## config.mk

```make
export PLATFORM = sky130hd
export DESIGN_NAME = rmc_tod_parser
export DESIGN_NICKNAME = d
export VERILOG_FILES = /design/src/rtl/rmc_pkg.sv /design/src/rtl/rmc_digit_field.sv /design/src/rtl/rmc_xor_check.sv /design/src/rtl/rmc_tod_parser.sv
export SDC_FILE = /design/constraint.sdc
export NUM_CORES = 1
export LEC_CHECK = 0
export ABC_AREA = 1
export BUFFER_PORTS_ARGS = -buffer_cell sky130_fd_sc_hd__buf_2
export CORE_MARGIN = 4
export CORE_UTILIZATION = 47
export DETAILED_ROUTE_END_ITERATION = 10
export PLACE_DENSITY = 0.65
export RECOVER_POWER = 100
export SLEW_MARGIN = 20
export SYNTH_ARGS = -nofsm -noshare
export SYNTH_HDL_FRONTEND = slang
export SYNTH_SLANG_ARGS = --single-unit
```

## constraint.sdc

```tcl
create_clock -name clk -period 5.4 [get_ports clk]
set_clock_uncertainty 0.2 [all_clocks]
set_input_delay 0.27 -clock clk [delete_from_list [all_inputs] [get_ports clk]]
set_output_delay 0.27 -clock clk [all_outputs]
set_load 0.1 [all_outputs]
```

## src/rtl/rmc_pkg.sv

```systemverilog
package rmc_pkg;

   localparam logic [7:0] CH_DOLLAR = 8'h24;
   localparam logic [7:0] CH_STAR   = 8'h2A;
   localparam logic [7:0] CH_COMMA  = 8'h2C;
   localparam logic [7:0] CH_CR     = 8'h0D;
   localparam logic [7:0] CH_LF     = 8'h0A;
   localparam logic [7:0] CH_VALID  = 8'h41;

   typedef enum logic [2:0] {
      ST_HUNT, ST_HDR, ST_BODY, ST_HEX1, ST_HEX2, ST_CR, ST_LF
   } rmc_state_e;

   function automatic logic is_dec(input logic [7:0] c);
      return (c >= 8'h30) && (c <= 8'h39);
   endfunction

   // {valid, nibble}
   function automatic logic [4:0] hex_dec(input logic [7:0] c);
      if (is_dec(c))
         return {1'b1, c[3:0]};
      else if ((c >= 8'h41 && c <= 8'h46) || (c >= 8'h61 && c <= 8'h66))
         return {1'b1, c[3:0] + 4'd9};
      else
         return 5'd0;
   endfunction

   // identifier text after '$', including the closing comma
   function automatic logic [7:0] hdr_char(input logic [2:0] i);
      case (i)
         3'd0:    return 8'h47;
         3'd1:    return 8'h50;
         3'd2:    return 8'h52;
         3'd3:    return 8'h4D;
         3'd4:    return 8'h43;
         3'd5:    return CH_COMMA;
         default: return 8'h00;
      endcase
   endfunction

endpackage

```

## src/rtl/rmc_digit_field.sv

```systemverilog
module rmc_digit_field import rmc_pkg::*; #(
   parameter int NDIG   = 6,
   parameter int PAIR_W = 7
) (
   input  logic                                clk,
   input  logic                                rst_n,
   input  logic                                clr,
   input  logic                                push,
   input  logic [7:0]                          ch,
   output logic                                ok,
   output logic [NDIG/2-1:0][PAIR_W-1:0]       pair_val
);

   localparam int NPAIR = NDIG / 2;
   localparam int CNT_W = $clog2(NDIG + 1);

   generate
      if ((NDIG % 2) != 0 || NDIG < 2)
         $error("digit count must be even and at least two");
      if (PAIR_W < 7)
         $error("pair width must hold 99");
   endgenerate

   logic [3:0]       dig [NDIG];
   logic [CNT_W-1:0] cnt;
   logic             bad;

   always_ff @(posedge clk) begin
      if (!rst_n || clr) begin
         cnt <= '0;
         bad <= 1'b0;
         for (int i = 0; i < NDIG; i++) dig[i] <= 4'd0;
      end else if (push && (cnt < CNT_W'(NDIG))) begin
         cnt <= cnt + 1'b1;
         if (is_dec(ch)) dig[cnt] <= ch[3:0];
         else            bad      <= 1'b1;
      end
   end

   assign ok = (cnt == CNT_W'(NDIG)) && !bad;

   for (genvar k = 0; k < NPAIR; k++) begin : g_pair
      assign pair_val[k] = PAIR_W'(dig[2*k]) * PAIR_W'(10) + PAIR_W'(dig[2*k+1]);
   end

endmodule

```

## src/rtl/rmc_xor_check.sv

```systemverilog
module rmc_xor_check import rmc_pkg::*; (
   input  logic       clk,
   input  logic       rst_n,
   input  logic       clr,
   input  logic       acc_en,
   input  logic       hi_en,
   input  logic       lo_en,
   input  logic [7:0] ch,
   output logic       match
);

   logic [7:0] acc;
   logic [7:0] rx;
   logic       rx_bad;
   logic [4:0] hv;

   assign hv = hex_dec(ch);

   always_ff @(posedge clk) begin
      if (!rst_n || clr) begin
         acc    <= 8'd0;
         rx     <= 8'd0;
         rx_bad <= 1'b0;
      end else begin
         if (acc_en) acc <= acc ^ ch;
         if (hi_en) begin
            rx[7:4] <= hv[3:0];
            if (!hv[4]) rx_bad <= 1'b1;
         end
         if (lo_en) begin
            rx[3:0] <= hv[3:0];
            if (!hv[4]) rx_bad <= 1'b1;
         end
      end
   end

   assign match = !rx_bad && (rx == acc);

endmodule

```

## src/rtl/rmc_tod_parser.sv

```systemverilog
module rmc_tod_parser import rmc_pkg::*; #(
   parameter int NDIG       = 6,
   parameter int PAIR_W     = 7,
   parameter int FLD_W      = 4,
   parameter int TIME_FLD   = 1,
   parameter int STATUS_FLD = 2,
   parameter int DATE_FLD   = 9
) (
   input  logic       clk,
   input  logic       rst_n,
   input  logic [7:0] byte_in,
   input  logic       byte_vld,
   output logic [4:0] hour,
   output logic [5:0] minute,
   output logic [5:0] second,
   output logic [4:0] day,
   output logic [3:0] month,
   output logic [6:0] year,
   output logic       data_valid,
   output logic       cksum_ok,
   output logic       err,
   output logic       done
);

   localparam int NPAIR   = NDIG / 2;
   localparam int FLD_MAX = (1 << FLD_W) - 1;

   generate
      if (NDIG != 6)
         $error("time and date fields are three digit pairs");
      if (TIME_FLD < 1 || STATUS_FLD < 1 || DATE_FLD < 1)
         $error("data fields are numbered from one");
      if (TIME_FLD >= FLD_MAX || STATUS_FLD >= FLD_MAX || DATE_FLD >= FLD_MAX)
         $error("field counter too narrow");
      if (TIME_FLD == DATE_FLD || TIME_FLD == STATUS_FLD || STATUS_FLD == DATE_FLD)
         $error("field positions must differ");
   endgenerate

   rmc_state_e        state;
   logic [2:0]        hdr_idx;
   logic [FLD_W-1:0]  fld;
   logic              fld_seen;
   logic              status_r;

   logic start, hdr_hit, body_chr, t_push, d_push, acc_en, hi_en, lo_en, finish;
   logic t_ok, d_ok, ck_match, rng_ok;
   logic [NPAIR-1:0][PAIR_W-1:0] t_pair, d_pair;

   assign start    = byte_vld && (byte_in == CH_DOLLAR);
   assign hdr_hit  = (byte_in == hdr_char(hdr_idx));
   assign body_chr = byte_vld && !start && (state == ST_BODY) &&
                     (byte_in != CH_STAR) && (byte_in != CH_COMMA);
   assign t_push   = body_chr && (fld == FLD_W'(TIME_FLD));
   assign d_push   = body_chr && (fld == FLD_W'(DATE_FLD));
   assign acc_en   = byte_vld && !start &&
                     (((state == ST_HDR) && hdr_hit) ||
                      ((state == ST_BODY) && (byte_in != CH_STAR)));
   assign hi_en    = byte_vld && !start && (state == ST_HEX1);
   assign lo_en    = byte_vld && !start && (state == ST_HEX2);
   assign finish   = byte_vld && (state == ST_LF) && (byte_in == CH_LF);

   rmc_digit_field #(.NDIG(NDIG), .PAIR_W(PAIR_W)) time_fld_i (
      .clk(clk), .rst_n(rst_n), .clr(start), .push(t_push), .ch(byte_in),
      .ok(t_ok), .pair_val(t_pair));

   rmc_digit_field #(.NDIG(NDIG), .PAIR_W(PAIR_W)) date_fld_i (
      .clk(clk), .rst_n(rst_n), .clr(start), .push(d_push), .ch(byte_in),
      .ok(d_ok), .pair_val(d_pair));

   rmc_xor_check xor_i (
      .clk(clk), .rst_n(rst_n), .clr(start), .acc_en(acc_en),
      .hi_en(hi_en), .lo_en(lo_en), .ch(byte_in), .match(ck_match));

   assign rng_ok = (t_pair[0] < PAIR_W'(24)) && (t_pair[1] < PAIR_W'(60)) &&
                   (t_pair[2] < PAIR_W'(60)) &&
                   (d_pair[0] != '0) && (d_pair[0] < PAIR_W'(32)) &&
                   (d_pair[1] != '0) && (d_pair[1] < PAIR_W'(13)) &&
                   (d_pair[2] < PAIR_W'(100));

   always_ff @(posedge clk) begin
      if (!rst_n) begin
         state      <= ST_HUNT;
         hdr_idx    <= 3'd0;
         fld        <= '0;
         fld_seen   <= 1'b0;
         status_r   <= 1'b0;
         hour       <= '0;
         minute     <= '0;
         second     <= '0;
         day        <= '0;
         month      <= '0;
         year       <= '0;
         data_valid <= 1'b0;
         cksum_ok   <= 1'b0;
         err        <= 1'b0;
         done       <= 1'b0;
      end else begin
         done <= 1'b0;
         if (start) begin
            state    <= ST_HDR;
            hdr_idx  <= 3'd0;
            status_r <= 1'b0;
            fld_seen <= 1'b0;
         end else if (byte_vld) begin
            case (state)
               ST_HDR: begin
                  if (!hdr_hit)              state   <= ST_HUNT;
                  else if (hdr_idx == 3'd5) begin
                     state    <= ST_BODY;
                     fld      <= FLD_W'(1);
                     fld_seen <= 1'b0;
                  end else                   hdr_idx <= hdr_idx + 3'd1;
               end
               ST_BODY: begin
                  if (byte_in == CH_STAR) state <= ST_HEX1;
                  else if (byte_in == CH_COMMA) begin
                     if (fld != FLD_W'(FLD_MAX)) fld <= fld + 1'b1;
                     fld_seen <= 1'b0;
                  end else begin
                     fld_seen <= 1'b1;
                     if (fld == FLD_W'(STATUS_FLD) && !fld_seen)
                        status_r <= (byte_in == CH_VALID);
                  end
               end
               ST_HEX1: state <= ST_HEX2;
               ST_HEX2: state <= ST_CR;
               ST_CR:   state <= (byte_in == CH_CR) ? ST_LF : ST_HUNT;
               ST_LF: begin
                  state <= ST_HUNT;
                  if (finish) begin
                     done       <= 1'b1;
                     hour       <= t_pair[0][4:0];
                     minute     <= t_pair[1][5:0];
                     second     <= t_pair[2][5:0];
                     day        <= d_pair[0][4:0];
                     month      <= d_pair[1][3:0];
                     year       <= d_pair[2][6:0];
                     data_valid <= status_r;
                     cksum_ok   <= ck_match;
                     err        <= !(ck_match && t_ok && d_ok && rng_ok);
                  end
               end
               default: state <= ST_HUNT;
            endcase
         end
      end
   end

endmodule

```

### Word-level counts from Yosys, hierarchy flattened

Memory sizes are Yosys's and may differ from the RTL's.
Cells that the tools add are included.

| word-level totals | value |
|---|---|
| bits in registers | 74 |
| memory bits (writable) | 48 |
| bits of input ports | 11 |
| output and inout port bits | 37 |
| logic and storage cells | 204 |
| memories kept | 2 |

Memories:

| name | depth | bits a word | read ports | clocked after Yosys merged registers in | write ports | line | RTL |
|---|---|---|---|---|---|---|---|
| date_fld_i.dig | 6 | 4 | 6 | 0 | 6 | rmc_digit_field.sv:24 | `logic [3:0] dig [NDIG];` |
| time_fld_i.dig | 6 | 4 | 6 | 0 | 6 | rmc_digit_field.sv:24 |  |

| cells by class | value |
|---|---|
| add/sub/neg operators | 11 |
| $mul | 6 |
| magnitude comparators | 14 |
| equality and inequality tests | 36 |
| multiplexer cells | 41 |
| bitwise operators | 9 |
| reductions and logical operators | 61 |

Operator list:

| kind | number |
|---|---|
| $add 7x4->7 | 6 |
| $pmux 7 s6 | 1 |
| $mul 4x3->6 const B | 6 |
| $logic_and 1x1->1 | 33 |
| $mux 4 | 7 |
| $eq 8x6->1 const B | 3 |
| $mux 1 | 22 |
| $eq 3x3->1 const B | 7 |
| $lt 7x6->1 const B | 3 |
| $mux 3 | 6 |
| $eq 8x4->1 const B | 2 |
| $eq 8x8->1 | 2 |
| $ge 8x7->1 const B | 2 |
| $le 8x7->1 const B | 2 |
| $ne 8x6->1 const B | 2 |
| $pmux 3 s5 | 1 |
| $reduce_bool 7->1 | 2 |
| $eq 3x2->1 const B | 4 |
| $reduce_or 4->1 | 3 |
| $mux 5 | 2 |
| $reduce_and 5->1 | 2 |
| $add 3x1->3 const B | 3 |
| $eq 8x7->1 const B | 1 |
| $ge 8x6->1 const B | 1 |
| other kinds (29) | 55 |

### Depth between registers and ports, before layout

| logic depth | value |
|---|---|
| depth after elaboration | 14 |
| depth in mapped cells | 16 |
| depth with buffers taken out | 16 |

### Hierarchy

Synthesis repeated with hierarchy kept, for this count alone.

| second synthesis, totals | value |
|---|---|
| cells, all modules | 913 |
| area total of the unflattened synthesis | 7,344.5 µm² |

Modules (own cells, without submodules):

| module | times used | cells each | area an instance (µm²) | sequential area each (µm²) |
|---|---|---|---|---|
| rmc_digit_field | 2 | 191 | 1,913.1 | 800.8 |
| rmc_tod_parser | 1 | 380 | 2,524.9 | 980.9 |
| rmc_xor_check | 1 | 151 | 993.5 | 340.3 |

### Worst setup path after synthesis

No wires, ideal clock.

| timing | value |
|---|---|
| kind | register -> register |
| start point | memory time_fld_i.dig[0][1] |
| end point | register err |
| library setup time | 0.119 ns |
| arrival | 2.087 ns |
| required time | 5.081 ns |
| path slack | 2.994 ns |
| cell stages (with the launch flop) | 13 |
| buffers on the path | 0 |
| period minus slack after synthesis | 2.406 ns |
| cells stage by stage | edfxtp_1 > ha_1 > ha_1 > fa_1 > inv_1 > xor2_1 > nand2_1 > nor3_1 > nand2_1 > nor2_1 > nand2_1 > nor2_1 > nor2_1 |

RTL lines:

| what | line | RTL |
|---|---|---|
| start, declared | rmc_digit_field.sv:24 |  |
| end signal, assigned | rmc_tod_parser.sv:140 | `err <= !(ck_match && t_ok && d_ok && rng_ok);` |
| end, declared | rmc_tod_parser.sv:21 | `output logic err,` |

==> impl_summary.txt <==
----------------------------------------------------
[Synthesis]
  Combined area of all synthesized cells ... 7124 um2
  Fraction of the yosys area taken by sequential cells ... 0.4103
  Unique masters post-synth ... 52
  Post-synth top flop ... dfxtp_1
  Area fraction of the dominant cell type after synthesis ... 0.2079
  Most instantiated cells after synthesis ... nor2_1 (122), nand2_1 (119), inv_1 (92), dfxtp_1 (74), o21ai_0 (62)
  Number of cells produced by synthesis ... 845
  Number of storage elements in the synthesis netlist ... 122
  Library cell with the largest summed area after synthesis ... dfxtp_1
  Cell types with the largest area share after synthesis ... dfxtp_1 (21%), edfxtp_1 (20%), ha_1 (9.3%)
  Mean instance size in the synthesized netlist ... 8.431 um2
  Count of synthesis-stage warnings from yosys ... 0
  Number of enable-type register cells in the synthesized netlist ... 48
  Cell with the most instances after synthesis ... nor2_1
  Synth Net Count ... 921
  Share of flip-flops with an asynchronous set or reset after synthesis ... 0

[STA]
  Transition at the pin with the smallest max-transition slack ... 1312 ps
  Max Clock Freq ... 0.2771 GHz
  Post-Route Hold Slack ... 28.72 ps
  Fin crit share ... 0.6684
  Post-route minimum period ... 3609 ps
  Max-slew violation total from the final report ... 0
  Final setup fails ... 0
  Setup TNS after final layout ... 0 ps
  Setup repair after global routing missed its margin ... no
  Final-report hold violation count ... 0
  Slew headroom ... 0.1246

[Worst setup path]
  Startpoint of the worst-slack reg-to-reg timing path ... state[2]
  Count of cell instances traversed by the critical path ... 14
  Startpoint types ... primary input
  Top cell by count, worst path ... nand2_1
  Arrival time of data at the critical path endpoint ... 3500 ps
  Element type at the critical path end ... register
  WS Path Type ... in -> reg
  Crit path cell chain ... clkbuf_1, inv_1, ha_1, nand2_1, nor2_1, nand2_4, nand2_4, clkinvlp_2, nand2_1, nor2_1, nand2_4, nor2_1, nand2_1, nand2_1
  CP endpoint ... time_fld_i.dig[2][3]
  Minimum setup slack among reg-to-reg paths ... 1970 ps
  Count of buffer and inverter cells on the critical path ... 3
  CP delay by family, top ... simple AND/OR/NAND/NOR gates
  End of the worst register-to-register path ... month[1]
  Register-to-Register Path Depth ... 6
  Critical Path Slowest Stage Cell ... clkinvlp_2
  Largest driver fanout on the critical path ... 28
  Worst setup startpoint ... byte_in[0]
  Slowest stage delay, CP ... 720 ps
  Worst path required time ... 5290 ps

[Finish]
  Ant diodes ... 0
  Layout cells sized above 1 ... 0.08040
  Fillers ... 1420
  Post-layout net count ... 971
  Layout-stage area growth over the synthesis result ... 10.78%

[Routing]
  ANT nets after route ... 0
  First-iteration detailed-routing DRC count ... 318
  Post-DR wirelength/cell ... 14.33 um
  Number of vias per cell after detailed routing ... 5.133
  Total wirelength of the detailed-routed design ... 15.65 mm
  Number of iterations in the first detailed-routing pass ... 5
  Detailed-route DRC error count ... 0
  Via count ... 5605

[Power]
  Seq pwr share ... 0.435
  Share of power burned in combinational logic ... 0.071
  Fraction of power spent switching nets ... 0.2521
  Clk network pwr share ... 0.493
  Maximum VDD drop ... 0.2114 mV
  Ratio of total power to cell area ... 284.5 nW/um2
  Cell-internal power ... 1680 uW
  Static Leak ... 0.003423 uW
  Net Switching ... 566.1 uW

[Global routing]
  Number of antenna violations at the first check in global routing ... 0
  Maximum number of pins on one net before global-route repair ... 54
  Number of global-route vias before repair ... 5375
  Congestion Overflow GR ... 0
  First-pass GRT wire length ... 26.41 mm
  Gr usage total ... 0.1878

[Die]
  Top-Level Pins ... 48
  Placeable Area ... 14700 um2
  Height of the chip ... 131.1 um
  Starting Density ... 0.4847
  Horizontal die dimension ... 131.1 um
  Die footprint ... 17190 um2
  Total number of placement rows ... 44

[Clock network]
  Number of hold buffers added after CTS ... 0
  Number of levels the H-tree was split into ... 4
  Clock net sink count ... 122
  Post-CTS setup buffers ... 0
  Resize count post-CTS ... 0
  Cts bufs inserted ... 17
  CTS tree ... built
  Clock slew at reported path FFs ... 60 ps
  Buffer type at the clock tree root ... clkbuf_16
  Clock Latency Late Sink ... 420 ps
  Number of buffers on the longest clock path ... 2

[Placement]
  Half-perimeter wire length of the detailed placement result ... 11.53 mm
  Port buffer count ... 47
  RD Place Congestion ... 0.8819

[Hold path]
  Hold path depth ... 3
  Path category of the worst min-delay check ... in -> reg

[Run]
  Number of maximum-capacitance violations ... 0

[Status]
  Result of the run ... finished clean

----------------------------------------------------
==> flip-flops by register name (all words and copies together), names as in the netlist, 3 cells and up <==
name / count
xor_i.rx: 8
second: 6
time_fld_i.dig: 24
fld: 4
date_fld_i.dig: 24
state: 3
year: 7
time_fld_i.cnt: 3
hour: 5
hdr_idx: 3
day: 5
minute: 6
xor_i.acc: 8
month: 4
date_fld_i.cnt: 3
==> logic make-up (layout without fill, tap and decap cells) <==
| kind of cell | Yosys count | count (layout) | synth area share |
|---|---|---|---|
| buf+inv | 123 | 186 | 0.06937 |
| simple gates | 350 | 350 | 0.2338 |
| xor+xnor | 31 | 31 | 0.03811 |
| compound gates | 154 | 154 | 0.1217 |
| fa+ha+maj | 65 | 65 | 0.1268 |
| flops | 122 | 122 | 0.4103 |
==> cells in the final DEF, fill, tap and decap left out, types with 5 or more instances in the layout <==
cell type,Yosys,layout
clkbuf_16,0,17
nand3_1,39,41
clkinv_4,0,5
clkbuf_1,7,39
xnor2_1,7,7
inv_2,9,7
fa_1,12,12
nor2_1,122,130
xor2_1,24,24
dfxtp_1,74,74
ha_1,53,53
edfxtp_1,48,48
nor3_1,11,11
inv_1,92,94
nand2_1,119,129
nand4_1,16,16
o21ai_1,10,5
a21oi_1,55,56
nand2_4,7,6
o21ai_0,62,69
inv_6,0,6
buf_2,6,9
==> layout make-up <==
| cell class | instances | area (um2) | area share |
|---|---|---|---|
| multi-input combinational | 600 | 3560 | 0.4510 |
| sequential | 122 | 2923 | 0.3703 |
| clock buffer | 19 | 442.9 | 0.05612 |
| inverter | 106 | 407.9 | 0.05168 |
| tap | 184 | 230.2 | 0.02917 |
| timing repair buffer | 48 | 195.2 | 0.02473 |
| clock inverter | 13 | 133.9 | 0.01696 |
==> per-layer routing <==
layer  vias to the layer above  routed length [um]  global-route usage
met1                      2566                7471              0.2489
met3                        21                 787             0.04855
met4                         0                 272             0.05893
li1                       2910                   -                   -
met5                         -                   0                   0
met2                       108                7116              0.3039
==> how the worst min path moves through the flow <==
stage / from / to / slack (ps)
global placement: time_fld_i.bad / time_fld_i.bad / 250
floorplan: time_fld_i.bad / time_fld_i.bad / 240
CTS: byte_vld / state[1] / 30
detailed placement: date_fld_i.bad / date_fld_i.bad / 260
finish: byte_vld / state[1] / 30
global route: byte_vld / state[2] / 40
==> worst register-to-register path: cells and delay by family, from the launching register on <==
kind	cells	cell delay [ps]
buffers and inverters	2	1340
AND/OR/NAND/NOR	2	840
flip-flops	1	550
AO/OA/AOI/OAI	2	400
==> power by group through the flow <==
stage,clock network (uW),logic (uW),registers [uW]
2_1_floorplan,0,123,994
3_3_place_gp,0,163,997
3_5_place_dp,0,164,998
4_1_cts,1130,166,978
5_1_grt,1170,184,979
6_report,1110,160,978
==> stage by stage <==
stage               area, um2    util  setup WS (ps)  total power [uW]  std cells
floorplan                7124       -           2994              1117        845
global placement         7517  0.5114           2480              1160       1060
detailed placement       7517  0.5114           2325              1161       1060
CTS                      8094  0.5506           2658              2272       1092
global route             7893  0.5369           1306              2332       1092
finish                   7893  0.5369           1791              2246       1092
No activity file was read; power rests on OpenSTA's default activity.
